`config.mk`:
```
export PLATFORM = sky130hd
export DESIGN_NAME = arc_guard_seq
export DESIGN_NICKNAME = d
export VERILOG_FILES = /design/src/rtl/arc_guard_pkg.sv /design/src/rtl/arc_guard_ramp.sv /design/src/rtl/arc_guard_timer.sv /design/src/rtl/arc_guard_hist.sv /design/src/rtl/arc_guard_seq.sv
export SDC_FILE = /design/constraint.sdc
export NUM_CORES = 1
export LEC_CHECK = 0
export ABC_AREA = 1
export BUFFER_PORTS_ARGS = -buffer_cell sky130_fd_sc_hd__buf_2
export CAP_MARGIN = 25
export CELL_PAD_IN_SITES_DETAIL_PLACEMENT = 1
export CELL_PAD_IN_SITES_GLOBAL_PLACEMENT = 1
export CORE_UTILIZATION = 43
export DETAILED_ROUTE_END_ITERATION = 10
export PLACE_DENSITY_LB_ADDON = 0.1
export SYNTH_ARGS = -nofsm -noshare
export SYNTH_HDL_FRONTEND = slang
export SYNTH_SLANG_ARGS = --single-unit
```
`constraint.sdc`:
```
create_clock -name clk -period 2 [get_ports clk]
set_input_delay 0 -clock clk [delete_from_list [all_inputs] [get_ports clk]]
set_output_delay 0 -clock clk [all_outputs]
set_load 0.05 [all_outputs]
```
`src/rtl/arc_guard_pkg.sv`:
```
package arc_guard_pkg;

   typedef enum logic [2:0] {
      ST_IDLE   = 3'd0,
      ST_SUPP   = 3'd1,
      ST_RAMP   = 3'd2,
      ST_SETTLE = 3'd3,
      ST_SHUT   = 3'd4
   } guard_st_t;

   typedef enum logic [2:0] {
      SC_HOLD = 3'd0,
      SC_CUT  = 3'd1,
      SC_OFF  = 3'd2,
      SC_RUN  = 3'd3,
      SC_FULL = 3'd4
   } scale_op_t;

   // suppressed level: 70 % of full scale, rounded down
   function automatic int unsigned cut_level(int unsigned w);
      int unsigned full_v;
      full_v = (32'd1 << w) - 32'd1;
      return (full_v * 32'd7) / 32'd10;
   endfunction

endpackage

```
`src/rtl/arc_guard_ramp.sv`:
```
module arc_guard_ramp
   import arc_guard_pkg::*;
#(
   parameter int unsigned SCALE_W   = 16,
   parameter int unsigned RAMP_STEP = 4096,
   parameter int unsigned RAMP_DIV  = 4
) (
   input  logic               clk,
   input  logic               rst_n,
   input  scale_op_t          op_i,
   output logic [SCALE_W-1:0] scale_o,
   output logic               at_full_o
);

   localparam logic [SCALE_W-1:0] FULL_S = {SCALE_W{1'b1}};
   localparam logic [SCALE_W-1:0] CUT_S  = SCALE_W'(cut_level(SCALE_W));

   if (RAMP_STEP < 1 || RAMP_STEP > ((32'd1 << SCALE_W) - 1)) begin : g_bad_step
      $error("arc_guard_ramp: RAMP_STEP out of range");
   end
   if (RAMP_DIV < 1) begin : g_bad_div
      $error("arc_guard_ramp: RAMP_DIV must be at least 1");
   end

   logic [SCALE_W-1:0] scale_q;
   logic [SCALE_W:0]   sum_w;
   logic               tick;

   if (RAMP_DIV == 1) begin : g_every_cycle
      assign tick = 1'b1;
   end else begin : g_divided
      localparam int unsigned DIV_W = $clog2(RAMP_DIV);
      localparam logic [DIV_W-1:0] DIV_LAST = DIV_W'(RAMP_DIV - 1);
      logic [DIV_W-1:0] div_q;

      always_ff @(posedge clk or negedge rst_n) begin
         if (!rst_n) begin
            div_q <= '0;
         end else if (op_i != SC_RUN || div_q == DIV_LAST) begin
            div_q <= '0;
         end else begin
            div_q <= div_q + DIV_W'(1);
         end
      end

      assign tick = (div_q == DIV_LAST);
   end

   assign sum_w = {1'b0, scale_q} + (SCALE_W+1)'(RAMP_STEP);

   always_ff @(posedge clk or negedge rst_n) begin
      if (!rst_n) begin
         scale_q <= FULL_S;
      end else begin
         case (op_i)
            SC_CUT:  scale_q <= CUT_S;
            SC_OFF:  scale_q <= '0;
            SC_FULL: scale_q <= FULL_S;
            SC_RUN: begin
               if (tick) begin
                  scale_q <= sum_w[SCALE_W] ? FULL_S : sum_w[SCALE_W-1:0];
               end
            end
            default: scale_q <= scale_q;
         endcase
      end
   end

   assign scale_o   = scale_q;
   assign at_full_o = (scale_q == FULL_S);

   AST_RAMP_RISES: assert property (@(posedge clk) disable iff (!rst_n)
      (op_i == SC_RUN) |=> (scale_o >= $past(scale_o)));

endmodule

```
`src/rtl/arc_guard_timer.sv`:
```
module arc_guard_timer #(
   parameter int unsigned SUP_BASE   = 8,
   parameter int unsigned SUP_MAX    = 64,
   parameter int unsigned SETTLE_CYC = 6
) (
   input  logic clk,
   input  logic rst_n,
   input  logic ld_sup_i,
   input  logic ld_settle_i,
   input  logic grow_i,
   input  logic shrink_i,
   output logic done_o
);

   localparam int unsigned CNT_MAX = (SUP_MAX > SETTLE_CYC) ? SUP_MAX : SETTLE_CYC;
   localparam int unsigned CNT_W   = $clog2(CNT_MAX + 1);

   if (SUP_BASE < 1 || SUP_MAX < SUP_BASE) begin : g_bad_int
      $error("arc_guard_timer: need 1 <= SUP_BASE <= SUP_MAX");
   end
   if (SETTLE_CYC < 1) begin : g_bad_settle
      $error("arc_guard_timer: SETTLE_CYC must be at least 1");
   end

   logic [CNT_W-1:0] cur_q;
   logic [CNT_W-1:0] cnt_q;
   logic [CNT_W-1:0] nxt_int;
   logic [CNT_W:0]   dbl_w;

   assign dbl_w = {cur_q, 1'b0};

   always_comb begin
      nxt_int = cur_q;
      if (grow_i) begin
         nxt_int = (dbl_w > (CNT_W+1)'(SUP_MAX)) ? CNT_W'(SUP_MAX) : dbl_w[CNT_W-1:0];
      end else if (shrink_i) begin
         nxt_int = CNT_W'(SUP_BASE);
      end
   end

   always_ff @(posedge clk or negedge rst_n) begin
      if (!rst_n) begin
         cur_q <= CNT_W'(SUP_BASE);
         cnt_q <= '0;
      end else begin
         cur_q <= nxt_int;
         if (ld_sup_i) begin
            cnt_q <= nxt_int - CNT_W'(1);
         end else if (ld_settle_i) begin
            cnt_q <= CNT_W'(SETTLE_CYC - 1);
         end else if (cnt_q != '0) begin
            cnt_q <= cnt_q - CNT_W'(1);
         end
      end
   end

   assign done_o = (cnt_q == '0);

   AST_INT_BOUNDED: assert property (@(posedge clk) disable iff (!rst_n)
      (cur_q >= CNT_W'(SUP_BASE)) && (cur_q <= CNT_W'(SUP_MAX)));

endmodule

```
`src/rtl/arc_guard_hist.sv`:
```
module arc_guard_hist #(
   parameter int unsigned ARC_TRIP   = 4,
   parameter int unsigned WINDOW_CYC = 1000
) (
   input  logic clk,
   input  logic rst_n,
   input  logic push_i,
   input  logic flush_i,
   output logic trip_o
);

   localparam int unsigned ENT   = ARC_TRIP - 1;
   localparam int unsigned WIN_W = $clog2(WINDOW_CYC + 1);
   localparam logic [WIN_W-1:0] WIN_L = WIN_W'(WINDOW_CYC);

   if (ARC_TRIP < 2) begin : g_bad_trip
      $error("arc_guard_hist: ARC_TRIP must be at least 2");
   end
   if (WINDOW_CYC < 1) begin : g_bad_win
      $error("arc_guard_hist: WINDOW_CYC must be at least 1");
   end

   // age of each remembered arc in cycles, saturating at the window length
   logic [WIN_W-1:0] age_q [ENT];
   logic [WIN_W-1:0] aged  [ENT];
   logic [ENT-1:0]   vld_q;

   always_comb begin
      for (int i = 0; i < ENT; i++) begin
         aged[i] = (age_q[i] == WIN_L) ? WIN_L : age_q[i] + WIN_W'(1);
      end
   end

   always_ff @(posedge clk or negedge rst_n) begin
      if (!rst_n) begin
         vld_q <= '0;
         for (int i = 0; i < ENT; i++) age_q[i] <= '0;
      end else if (flush_i) begin
         vld_q <= '0;
         for (int i = 0; i < ENT; i++) age_q[i] <= '0;
      end else if (push_i) begin
         vld_q[0] <= 1'b1;
         age_q[0] <= '0;
         for (int i = 1; i < ENT; i++) begin
            vld_q[i] <= vld_q[i-1];
            age_q[i] <= aged[i-1];
         end
      end else begin
         for (int i = 0; i < ENT; i++) age_q[i] <= aged[i];
      end
   end

   assign trip_o = push_i && vld_q[ENT-1] && (age_q[ENT-1] < WIN_L);

   AST_AGE_CAPPED: assert property (@(posedge clk) disable iff (!rst_n)
      age_q[ENT-1] <= WIN_L);

endmodule

```
`src/rtl/arc_guard_seq.sv`:
```
module arc_guard_seq
   import arc_guard_pkg::*;
#(
   parameter int unsigned SCALE_W    = 16,
   parameter int unsigned SUP_BASE   = 8,
   parameter int unsigned SUP_MAX    = 64,
   parameter int unsigned SETTLE_CYC = 6,
   parameter int unsigned RAMP_STEP  = 4096,
   parameter int unsigned RAMP_DIV   = 4,
   parameter int unsigned ARC_TRIP   = 4,
   parameter int unsigned WINDOW_CYC = 1_000_000_000
) (
   input  logic               clk,
   input  logic               rst_n,
   input  logic               arc_in,
   input  logic               clr,
   output logic [SCALE_W-1:0] pwr_scale,
   output logic               bl_freeze,
   output logic               det_mask,
   output logic               shutdown
);

   localparam logic [SCALE_W-1:0] CUT_S = SCALE_W'(cut_level(SCALE_W));

   if (SCALE_W < 4 || SCALE_W > 24) begin : g_bad_width
      $error("arc_guard_seq: SCALE_W must lie in 4..24");
   end

   guard_st_t st_q, st_d;
   scale_op_t op;
   logic push, flush, ld_sup, ld_settle, grow, shrink;
   logic trip, done, at_full;

   // a counted arc either trips the density guard or starts a suppression
   always_comb begin
      st_d      = st_q;
      op        = SC_HOLD;
      push      = 1'b0;
      flush     = 1'b0;
      ld_sup    = 1'b0;
      ld_settle = 1'b0;
      grow      = 1'b0;
      shrink    = 1'b0;
      case (st_q)
         ST_IDLE: begin
            if (arc_in) begin
               push = 1'b1;
               if (trip) begin
                  st_d = ST_SHUT;
                  op   = SC_OFF;
               end else begin
                  st_d   = ST_SUPP;
                  op     = SC_CUT;
                  ld_sup = 1'b1;
               end
            end
         end
         ST_SUPP: begin
            if (done) st_d = ST_RAMP;
         end
         ST_RAMP: begin
            if (arc_in) begin
               push = 1'b1;
               if (trip) begin
                  st_d = ST_SHUT;
                  op   = SC_OFF;
               end else begin
                  st_d   = ST_SUPP;
                  op     = SC_CUT;
                  ld_sup = 1'b1;
               end
            end else begin
               op = SC_RUN;
               if (at_full) begin
                  st_d      = ST_SETTLE;
                  ld_settle = 1'b1;
               end
            end
         end
         ST_SETTLE: begin
            if (done) begin
               if (arc_in) begin
                  push = 1'b1;
                  if (trip) begin
                     st_d = ST_SHUT;
                     op   = SC_OFF;
                  end else begin
                     st_d   = ST_SUPP;
                     op     = SC_CUT;
                     ld_sup = 1'b1;
                     grow   = 1'b1;
                  end
               end else begin
                  st_d   = ST_IDLE;
                  shrink = 1'b1;
               end
            end
         end
         ST_SHUT: begin
            if (clr) begin
               st_d  = ST_IDLE;
               op    = SC_FULL;
               flush = 1'b1;
            end
         end
         default: st_d = ST_IDLE;
      endcase
   end

   always_ff @(posedge clk or negedge rst_n) begin
      if (!rst_n) st_q <= ST_IDLE;
      else        st_q <= st_d;
   end

   arc_guard_ramp #(
      .SCALE_W  (SCALE_W),
      .RAMP_STEP(RAMP_STEP),
      .RAMP_DIV (RAMP_DIV)
   ) u_ramp (
      .clk      (clk),
      .rst_n    (rst_n),
      .op_i     (op),
      .scale_o  (pwr_scale),
      .at_full_o(at_full)
   );

   arc_guard_timer #(
      .SUP_BASE  (SUP_BASE),
      .SUP_MAX   (SUP_MAX),
      .SETTLE_CYC(SETTLE_CYC)
   ) u_timer (
      .clk        (clk),
      .rst_n      (rst_n),
      .ld_sup_i   (ld_sup),
      .ld_settle_i(ld_settle),
      .grow_i     (grow),
      .shrink_i   (shrink),
      .done_o     (done)
   );

   arc_guard_hist #(
      .ARC_TRIP  (ARC_TRIP),
      .WINDOW_CYC(WINDOW_CYC)
   ) u_hist (
      .clk    (clk),
      .rst_n  (rst_n),
      .push_i (push),
      .flush_i(flush),
      .trip_o (trip)
   );

   assign bl_freeze = (st_q == ST_SUPP) || (st_q == ST_RAMP) || (st_q == ST_SETTLE);
   assign det_mask  = (st_q == ST_SETTLE);
   assign shutdown  = (st_q == ST_SHUT);

   AST_CUT_ON_ARC: assert property (@(posedge clk) disable iff (!rst_n)
      (st_q == ST_IDLE && arc_in && !trip) |=> (pwr_scale == CUT_S));

   AST_MASK_AT_FULL: assert property (@(posedge clk) disable iff (!rst_n)
      det_mask |-> (&pwr_scale));

   AST_SHUT_ZERO: assert property (@(posedge clk) disable iff (!rst_n)
      shutdown |-> (pwr_scale == '0));

   AST_SHUT_LATCHED: assert property (@(posedge clk) disable iff (!rst_n)
      (shutdown && !clr) |=> shutdown);

endmodule

```
== After elaboration in Yosys (flattened, before gate mapping) ==
Index checks and enable logic that the tools add are counted.
Storage, ports and cells
  output and inout bits: 19
  register bits: 128
  word-level logic and storage cells: 100
Operators by class
  equality and inequality tests: 20
  reduce and logical (&&, ||, !) cells: 14
  magnitude comparators: 2
  muxes and demuxes: 48
  $add $sub $neg: 7
Operator list (number)
  $mux W90: 2
  $add A30 B1 Y30 const B: 3
  $eq A30 B30 Y1 const B: 3
  $mux W30: 3
  $pmux W16 S4: 1
  $mux W7: 6
  $mux W3: 13
  $mux W16: 2
  $lt A30 B30 Y1 const B: 1
  $add A16 B13 Y17 const B: 1
  $eq A16 B16 Y1 const B: 1
  $pmux W3 S5: 1
  $mux W1: 14
  $sub A7 B1 Y7 const B: 2
  $eq A3 B2 Y1 const B: 4
  $pmux W3 S4: 1
  $gt A8 B7 Y1 const B: 1
  $logic_not A7 Y1: 1
  $reduce_bool A7 Y1: 1
  $eq A3 B1 Y1 const B: 2
  $eq A3 B3 Y1 const B: 2
  $mux W2: 3
  $ne A2 B2 Y1 const B: 3
  $reduce_and A5 Y1: 1
  other kinds (14): 19

== Depth between registers and ports, before layout ==
Gate-level depths: netlist of the first run.
  word-level depth: 12
  mapped depth: 17
  mapped depth without buffers: 17

== By module ==
From an unflattened synthesis of the first run, not the netlist that was laid out.
Unflattened totals
  cell total of the unflattened synthesis: 1251
  area, all modules: 8280.4 um2
By module, submodules not included
  arc_guard_hist: cells an instance 974, instances 1, sequential area each 2327.2 um2, area an instance 6371.1 um2
  arc_guard_timer: cells an instance 130, instances 1, sequential area each 351.6 um2, area an instance 935.9 um2
  arc_guard_ramp: cells an instance 81, instances 1, sequential area each 207.7 um2, area an instance 586.8 um2
  arc_guard_seq: cells an instance 66, instances 1, sequential area each 75.1 um2, area an instance 386.6 um2

== Worst setup path before layout of the first run ==
OpenSTA, ideal clock, no wires.
  path kind: register -> register
  from: register st_q[2]
  to: register u_timer.cnt_q[6]
  setup slack: -0.434 ns
  required time: 1.923 ns
  period minus slack after synthesis: 2.434 ns
  stages on the path, launching flop included: 17
  data arrival time: 2.357 ns
  cell sequence: dfrtp_1 -> inv_2 -> nand2_1 -> nor2_2 -> nand3_2 -> nand2_4 -> nand3_4 -> nand2_4 -> nand2_2 -> nand2_2 -> ha_1 -> inv_1 -> nor2_4 -> nand3_1 -> nand2_1 -> nand3_1 -> a21oi_1
On the way
  elaborated cells between the ends (all ways): 20
  classes of those cells: 1 x add/sub; 2 x eq/ne; 12 x mux; 5 x reduce/logical
RTL lines
  from (decl): RTL line arc_guard_seq.sv:29  | guard_st_t st_q, st_d;
  from (signal assigned): RTL line arc_guard_seq.sv:112  | else st_q <= st_d;
  $eq A3 B2 Y1 (*)
  named net det_mask: RTL line arc_guard_seq.sv:19  | output logic det_mask,
  $pmux W1 S2: RTL line arc_guard_seq.sv:44  | case (st_q)
  $logic_and A1 B1 Y1 (2 in series): RTL line arc_guard_hist.sv:53  | assign trip_o = push_i && vld_q[ENT-1] && (age_q[ENT-1] < WIN_L);
  $mux W1: RTL line arc_guard_seq.sv:48, arc_guard_seq.sv:64, arc_guard_seq.sv:84
  $mux W1: RTL line arc_guard_seq.sv:46  | if (arc_in) begin
  $mux W1: RTL line arc_guard_seq.sv:81  | if (done) begin
  $mux W1: RTL line arc_guard_seq.sv:44
  $mux W7: RTL line arc_guard_timer.sv:34  | if (grow_i) begin
  $sub A7 B1 Y7: RTL line arc_guard_timer.sv:48  | cnt_q <= nxt_int - CNT_W'(1);
  $mux W7: RTL line arc_guard_timer.sv:47  | if (ld_sup_i) begin
  to (signal assigned): RTL line arc_guard_timer.sv:48
  to (signal assigned): RTL line arc_guard_timer.sv:50  | cnt_q <= CNT_W'(SETTLE_CYC - 1);
  to (signal assigned): RTL line arc_guard_timer.sv:52  | cnt_q <= cnt_q - CNT_W'(1);
  to (decl): RTL line arc_guard_timer.sv:26  | logic [CNT_W-1:0] cnt_q;
The timed path passes the listed nets; every way through them passes the cells marked *.
A chain may end at the register's enable or synchronous reset.

== Final worst setup path of the first run ==
  from: register u_timer.cnt_q[0]
  to: register u_timer.cnt_q[0]
On the way
  longest elaborated chain between the ends: 12
  elaborated cells between the ends (all ways): 21
  classes of those cells: 2 x add/sub; 14 x mux; 5 x reduce/logical
Ends and longest elaborated chain
  $logic_not A7 Y1: RTL line arc_guard_timer.sv:57  | assign done_o = (cnt_q == '0);
  $mux W1: RTL line arc_guard_seq.sv:81
  $pmux W1 S2: RTL line arc_guard_seq.sv:44
  $logic_and A1 B1 Y1 (2 in series): RTL line arc_guard_hist.sv:53
  $mux W1: RTL line arc_guard_seq.sv:48, arc_guard_seq.sv:64, arc_guard_seq.sv:84
  $mux W1: RTL line arc_guard_seq.sv:46
  $mux W1: RTL line arc_guard_seq.sv:81
  $mux W1: RTL line arc_guard_seq.sv:44
  $mux W7: RTL line arc_guard_timer.sv:34
  $sub A7 B1 Y7: RTL line arc_guard_timer.sv:48
  $mux W7: RTL line arc_guard_timer.sv:47
Several ways; a longest one is shown, not always the timed one. The select of a mux whose other input is x is not followed.

==> flow_summary.json, run 1 <==
{
  "outcome": "finished with violations",
  "violations": "setup timing",
  "synthArstFlopShare_pct": 100,
  "numCtsBuffers": 17,
  "place_inst": 1290,
  "finalHoldViolCount": 0,
  "synth_nets": 959,
  "synthMuxAreaShare_pct": 0,
  "p_sw_share_pct": 42.9,
  "crit_path_end_kind": "flip-flop",
  "synth-seq-area-share_pct": 40.7,
  "synth_xor_xnor_area_share_pct": 7.47,
  "fin_tns_setup_ns": -4.98,
  "wl_per_cell_um": 20.1,
  "routed_wirelength_mm": 27.5,
  "stdcell_count": 1366,
  "grt_pass1_wl_mm": 40.2,
  "ys_warn_count": 0,
  "worstPathArrival_ns": 2.62,
  "ff_latch_area_mm2": 0.00296,
  "antenna_found_initial": 0,
  "drv_cap": 0,
  "max_freq_mhz": 430,
  "skew_ns": 0.0122,
  "cts_root_buf": "clkbuf_16",
  "yosysTopAreaCell": "dfrtp_1",
  "dp_slack_ns": -0.278,
  "ant_nets": 0,
  "routabilityCongestion": 0.912,
  "worst_slack_ns": -0.325,
  "die_h_um": 132,
  "clock-sinks": 118,
  "synth_area_leaders": "dfrtp_1 (38%), nand2_1 (8.9%), inv_1 (6.2%), xor2_1 (5.9%), nor2_1 (5.8%)",
  "io_buffers": 22,
  "cts_tree": "yes",
  "critPathLaunch": "u_timer.cnt_q[0]$_DFFE_PN0P_",
  "synthAdderAreaFrac_pct": 1.89,
  "coreArea_mm2": 0.0165,
  "slew_headroom_pct": 63.9,
  "grt_setup_unrepaired": "true",
  "synth_edf_count": 0,
  "grt_pass1_vias": 7753,
  "antenna_cells": 0,
  "overflow": 0,
  "clkTransAtPathRegs_ns": 0.06,
  "h-tree-depth": 4,
  "yosysTopAreaCellShare_pct": 38.2,
  "leakagePower_uw": 0.00463,
  "synth_top_family_by_area": "simple AND/OR/NAND/NOR gates",
  "cp-start-kind": "flip-flop",
  "sequentialPowerShare_pct": 28.4,
  "max_slew.worst_pin.slew_ns": 0.536,
  "synth-simple-area-share_pct": 32.4,
  "synth_cells": 944,
  "grt_max_degree": 74,
  "fp.dieW_um": 132,
  "finalMaxSlewViolations": 0,
  "drive_above_1_share_pct": 36.1,
  "period_share_pct": 116,
  "io-pin-count": 23,
  "final.min_clock_period_ns": 2.32,
  "cp_max_fo": 5,
  "area_growth_pct": 42.2,
  "ir_drop_mv": 0.740,
  "synth.cell_area_mm2": 0.00727,
  "crit_type": "reg2reg",
  "yosys_register_bits": 118,
  "clock_latency_ns": 0.43,
  "fill_cells": 1957,
  "multi_input_area_mm2": 0.00444,
  "routed_via_density": 5.55,
  "intPower_uw": 7930,
  "design_area_mm2": 0.0103,
  "rows": 47,
  "drtIter0Drc": 330,
  "power_density_mw_per_mm2": 1340,
  "r2r-start": "u_timer.cnt_q[0]$_DFFE_PN0P_",
  "place_area_mm2": 0.00856,
  "cts_buffer_depth": 2,
  "ys.flop_type": "dfrtp_1",
  "vias": 7577,
  "post-route-drc-count": 0,
  "worstHoldPathType": "in2async",
  "utilization_pct": 62.6,
  "p_clk_share_pct": 24.2,
  "synth.avg_cell_area_um2": 7.70,
  "ys_types": 42,
  "drt-pass1-iter-count": 5,
  "grt.total_usage_pct": 29.5,
  "start_util_pct": 44.0,
  "die_area_mm2": 0.0174,
  "hpwl_mm": 17.4,
  "crit_required_ns": 2.30,
  "p_sw_uw": 5950,
  "final_nets": 1148,
  "combPwrFrac_pct": 47.4,
  "synth-compound-area-share_pct": 8.98,
  "finalSetupViolCount": 40
}
area by class of cell:
| type | instances | area share [%] |
|---|---|---|
| clock inverter | 9 | 1.46 |
| multi-input combinational | 672 | 43.0 |
| timing repair buffer | 195 | 14.8 |
| clock buffer | 23 | 4.62 |
| inverter | 129 | 4.82 |
| sequential | 118 | 28.6 |
| tap | 220 | 2.66 |
what timing repair did:
item,4_1_cts,5_1_grt
gates cloned,0,1
endpoints found under the setup margin,97,81
gates resized for setup,62,134
pin swaps,30,65
hold endpoints to repair,117,0
hold buffers,3,0
setup buffers,23,25
sequential cells by signal, indices dropped and copies added, names as in the netlist:
name / count
u_ramp.g_divided.div_q: 2
u_timer.cnt_q: 7
u_hist.vld_q: 3
u_ramp.scale_o: 6
st_q: 3
u_hist.age_q: 90
u_timer.cur_q: 7
power by group through the flow:
stage / Combinational [µW] / Sequential [µW] / Clock, µW
6_report: 6580 / 3950 / 3350
5_1_grt: 7110 / 4030 / 3460
4_1_cts: 5990 / 3890 / 3360
3_5_place_dp: 5570 / 3900 / 0
3_3_place_gp: 5380 / 3860 / 0
2_1_floorplan: 3370 / 4030 / 0
layout by cell type (no fill, tap or decap), types with 13 or more instances in the layout:
master	count
buf_6	16
nor4_1	20
nand4_1	26
nand3_1	36
nor2_1	91
clkbuf_16	18
nor2_4	18
nor2_2	19
a21oi_1	13
o21ai_0	30
nand3_2	18
inv_2	13
inv_1	110
nand2_2	26
buf_2	21
dfrtp_1	111
nor3_1	30
o22ai_1	27
buf_4	151
nand2_1	146
xor2_1	39
o21ai_1	16
cells by family after synthesis:
group                    count (synthesis)
AO/OA/AOI/OAI                          116
XOR/XNOR                                62
adder cells (fa/ha/maj)                 11
buffers and inverters                  154
flip-flops                             118
AND/OR/NAND/NOR                        483
through the flow:
step	hold WS, ns	total power (µW)
finish	0.116	13900
global route	0.129	14600
CTS	0.125	13200
detailed placement	-0.130	9470
global placement	-0.126	9250
floorplan	-0.296	7390
cell usage after synthesis (all sizes together), types with 2 or more instances:
cell type  instances
xor2              49
nor2             128
nand4             27
clkbuf            11
nand3b             3
clkinv             2
nor4              30
a211oi             3
ha                11
a31oi              2
nor3              44
a21oi             19
buf               14
nand2            183
or2                8
dfstp              7
nand3             60
o22ai             32
a21boi             2
o21ai             54
inv              127
o32ai              2
xnor2             13
dfrtp            111
path summary, 6_finish.rpt:
| path | end | slack, ns | depth (start not counted) |
|---|---|---|---|
| setup / recovery | u_timer.cnt_q[0]$_DFFE_PN0P_ | -0.32 | 16 |
| min in group clk | u_hist.age_q[59]$_DFF_PN0_ | 0.15 | 6 |
| max in group asynchronous | u_hist.vld_q[1]$_DFFE_PN0P_ | 1.01 | 3 |
| hold / removal | u_ramp.scale_o[14]$_DFFE_PN1P_ | 0.12 | 2 |
| hold reg to reg | u_ramp.g_divided.div_q[0]$_DFF_PN0_ | 0.45 | 1 |
| setup reg to reg | u_timer.cnt_q[0]$_DFFE_PN0P_ | -0.32 | 16 |
worst max-delay path, stage by stage, from the launching register on:
cell	delay (ns)
dfrtp_1	0.39
inv_2	0.09
ha_4	0.14
nand2_4	0.05
nor2_4	0.19
nand3_2	0.12
nand2_4	0.11
nand3_4	0.13
buf_4	0.18
inv_4	0.06
nor2_4	0.04
clkinv_2	0.08
nand2_4	0.08
nor3_4	0.21
inv_2	0.10
o221ai_1	0.09
o21ai_1	0.13
metal layers:
metal	track usage, %	up-vias	part of all wire (%)
met5	0	-	0
met4	10.1	0	2.7
met3	3.92	56	3.7
met2	50.1	166	51
met1	38.8	3874	43
li1	-	3481	-
Power figures use the tool's default switching activity.
==> run 2, diff against run 1 <==
--- a/config.mk
+++ b/config.mk
@@ -12,7 +12,8 @@
 export CELL_PAD_IN_SITES_GLOBAL_PLACEMENT = 1
 export CORE_UTILIZATION = 43
 export DETAILED_ROUTE_END_ITERATION = 10
-export PLACE_DENSITY_LB_ADDON = 0.1
+export GPL_TIMING_DRIVEN = 1
+export PLACE_DENSITY = 0.78
 export SYNTH_ARGS = -nofsm -noshare
 export SYNTH_HDL_FRONTEND = slang
 export SYNTH_SLANG_ARGS = --single-unit
==> flow_summary.json, run 2 (synthesis gave the netlist of run 1 again) <==
{
  "r2r-end": "u_ramp.scale_o[9]$_DFFE_PN1P_",
  "drt-pass1-iter-count": 8,
  "drtIter0Drc": 817,
  "period_share_pct": 129,
  "cp_max_fo": 6,
  "violations": "setup timing",
  "routabilityCongestion": 0.876,
  "reg2reg_slack_ns": -0.59,
  "drv_cap": 0,
  "cts_root_buf": "clkbuf_16",
  "h-tree-depth": 4,
  "skew_ns": 0.0201,
  "stdcell_count": 1388,
  "die_area_mm2": 0.0174,
  "slew_headroom_pct": 49.5,
  "place_inst": 1297,
  "grt.total_usage_pct": 34.8,
  "largestRegisters": "u_hist.age_q (90), u_timer.cnt_q (7), u_timer.cur_q (7)",
  "wl_per_cell_um": 28.6,
  "r2r-start": "u_hist.age_q[26]$_DFF_PN0_",
  "power_uw": 15600,
  "layout_common_cells": "buf_4 (170), nand2_1 (136), dfrtp_1 (106)",
  "overflow": 0,
  "io_buffers": 22,
  "largest_reg_flops": 90,
  "fp.dieW_um": 132,
  "met3_usage_pct": 7.57,
  "final.min_clock_period_ns": 2.59,
  "ff_latch_area_mm2": 0.00297,
  "clkTransAtPathRegs_ns": 0.08,
  "dp_slack_ns": -0.252,
  "worst_slack_ns": -0.589,
  "multi_input_area_mm2": 0.00472,
  "crit_required_ns": 2.29,
  "clock_latency_ns": 0.45,
  "finalSetupViolCount": 100,
  "fill_cells": 1898,
  "worstPathArrival_ns": 2.88,
  "max_freq_mhz": 386,
  "vias": 8911,
  "finalHoldViolCount": 0,
  "worstHoldPathType": "in2async",
  "leakagePower_uw": 0.00485,
  "use_met1_pct": 41.5,
  "antenna_cells": 0,
  "antenna_found_initial": 1,
  "crit_path_end_kind": "flip-flop",
  "crit_chain": "inv_1 -> nand2_2 -> nor2_4 -> nand2_4 -> nor2_4 -> nand2_2 -> nand3_4 -> nand2_4 -> buf_4 -> nand4_1 -> buf_4 -> nand2_2 -> a21oi_1",
  "slowest_stage": "a21oi_1",
  "crit_type": "reg2reg",
  "io-pin-count": 23,
  "power_density_mw_per_mm2": 1450,
  "finalMaxSlewViolations": 0,
  "final_common_cell": "buf_4",
  "ant_nets": 0,
  "rows": 47,
  "area_growth_pct": 48.2,
  "start_util_pct": 44.0,
  "cts_buffer_depth": 2,
  "routed_wirelength_mm": 39.6,
  "max_slew.worst_pin.slew_ns": 0.752,
  "cp-start-kind": "flip-flop",
  "clock-sinks": 118,
  "outcome": "finished with violations",
  "ir_drop_mv": 0.885,
  "path_common_cell": "nand2_2",
  "slowest_delay_ns": 0.54,
  "final_nets": 1170,
  "top_register": "u_hist.age_q",
  "grt_max_degree": 47,
  "grt_pass1_vias": 8495,
  "globalRouteMet2Util_pct": 59.4,
  "numCtsBuffers": 17,
  "ff2ff_path_depth": 13,
  "grt_setup_unrepaired": "true",
  "grt_pass1_wl_mm": 46.5,
  "drive_above_1_share_pct": 41.9,
  "routed_via_density": 6.42,
  "fin_tns_setup_ns": -16.07,
  "post-route-drc-count": 0,
  "busiest_layer": "met2",
  "hpwl_mm": 17.9,
  "coreArea_mm2": 0.0165,
  "cts_tree": "yes",
  "die_h_um": 132
}
[run 2: cell types whose count changed in the layout (fill, tap and decap cells not counted), sizes merged]
cell | before | now
buf | 191 | 215
inv | 128 | 131
clkbuf | 24 | 19
clkinv | 5 | 7
dlygate4sd3 | 3 | 2
bufinv | 4 | 2
clkinvlp | 1 | 2
[run 2: how the worst max path moves through the flow]
| stage | start | endpoint |
|---|---|---|
| floorplan | st_q[2]$_DFFE_PN0P_ | u_timer.cnt_q[4]$_DFFE_PN0P_ |
| global placement | u_timer.cnt_q[1]$_DFFE_PN0P_ | u_timer.cnt_q[6]$_DFFE_PN0P_ |
| detailed placement | u_timer.cnt_q[1]$_DFFE_PN0P_ | u_timer.cnt_q[6]$_DFFE_PN0P_ |
| CTS | u_hist.age_q[61]$_DFF_PN0_ | u_hist.age_q[54]$_DFF_PN0_ |
| global route | u_hist.age_q[26]$_DFF_PN0_ | u_ramp.scale_o[9]$_DFFE_PN1P_ |
| finish | u_hist.age_q[26]$_DFF_PN0_ | u_ramp.scale_o[9]$_DFFE_PN1P_ |
[run 2: repair_timing]
| action | in CTS | in global routing |
|---|---|---|
| endpoints found under the hold margin | 118 | 0 |
| hold buffers | 2 | 0 |
| gates resized for setup | 88 | 193 |
| setup buffers | 29 | 38 |
| pin swaps | 50 | 66 |
| setup endpoints to repair | 71 | 102 |
[run 2: layout make-up]
| type | count | area share, % |
|---|---|---|
| Clock buffer | 19 | 4.11 |
| Clock inverter | 13 | 1.36 |
| Inverter | 129 | 4.63 |
| Multi-Input combinational cell | 672 | 43.8 |
| Sequential cell | 118 | 27.5 |
| Tap cell | 220 | 2.56 |
| Timing Repair Buffer | 217 | 16.0 |
[run 2: critical path, delay by kind of cell (launching register included)]
kind | cells | cell delay (ns)
compound gates | 1 | 0.54
buf+inv | 3 | 0.42
flops | 1 | 0.40
simple gates | 9 | 1.06
[run 2: metal layers]
layer | wire (µm) | share of wire (%) | vias up
met5 | 9 | 0.023 | -
met4 | 3220 | 8.1 | 2
met3 | 3890 | 9.8 | 266
met2 | 18400 | 46 | 699
met1 | 14100 | 36 | 4398
li1 | - | - | 3546
[run 2: through the flow]
step,cell area (µm²),util (%),hold slack (ns)
after floorplan,7310,-,-0.296
after global placement,8640,52.3,-0.0825
after detailed placement,8640,52.3,-0.0871
after CTS,9800,59.3,0.0110
after global routing,10800,65.2,0.0289
final,10800,65.2,0.0212
[run 2: power breakdown]
group / internal (µW) / total, µW / switching [µW]
clock network: 1880 / 3260 / 1370
logic: 2930 / 8190 / 5250
registers: 3220 / 4160 / 944
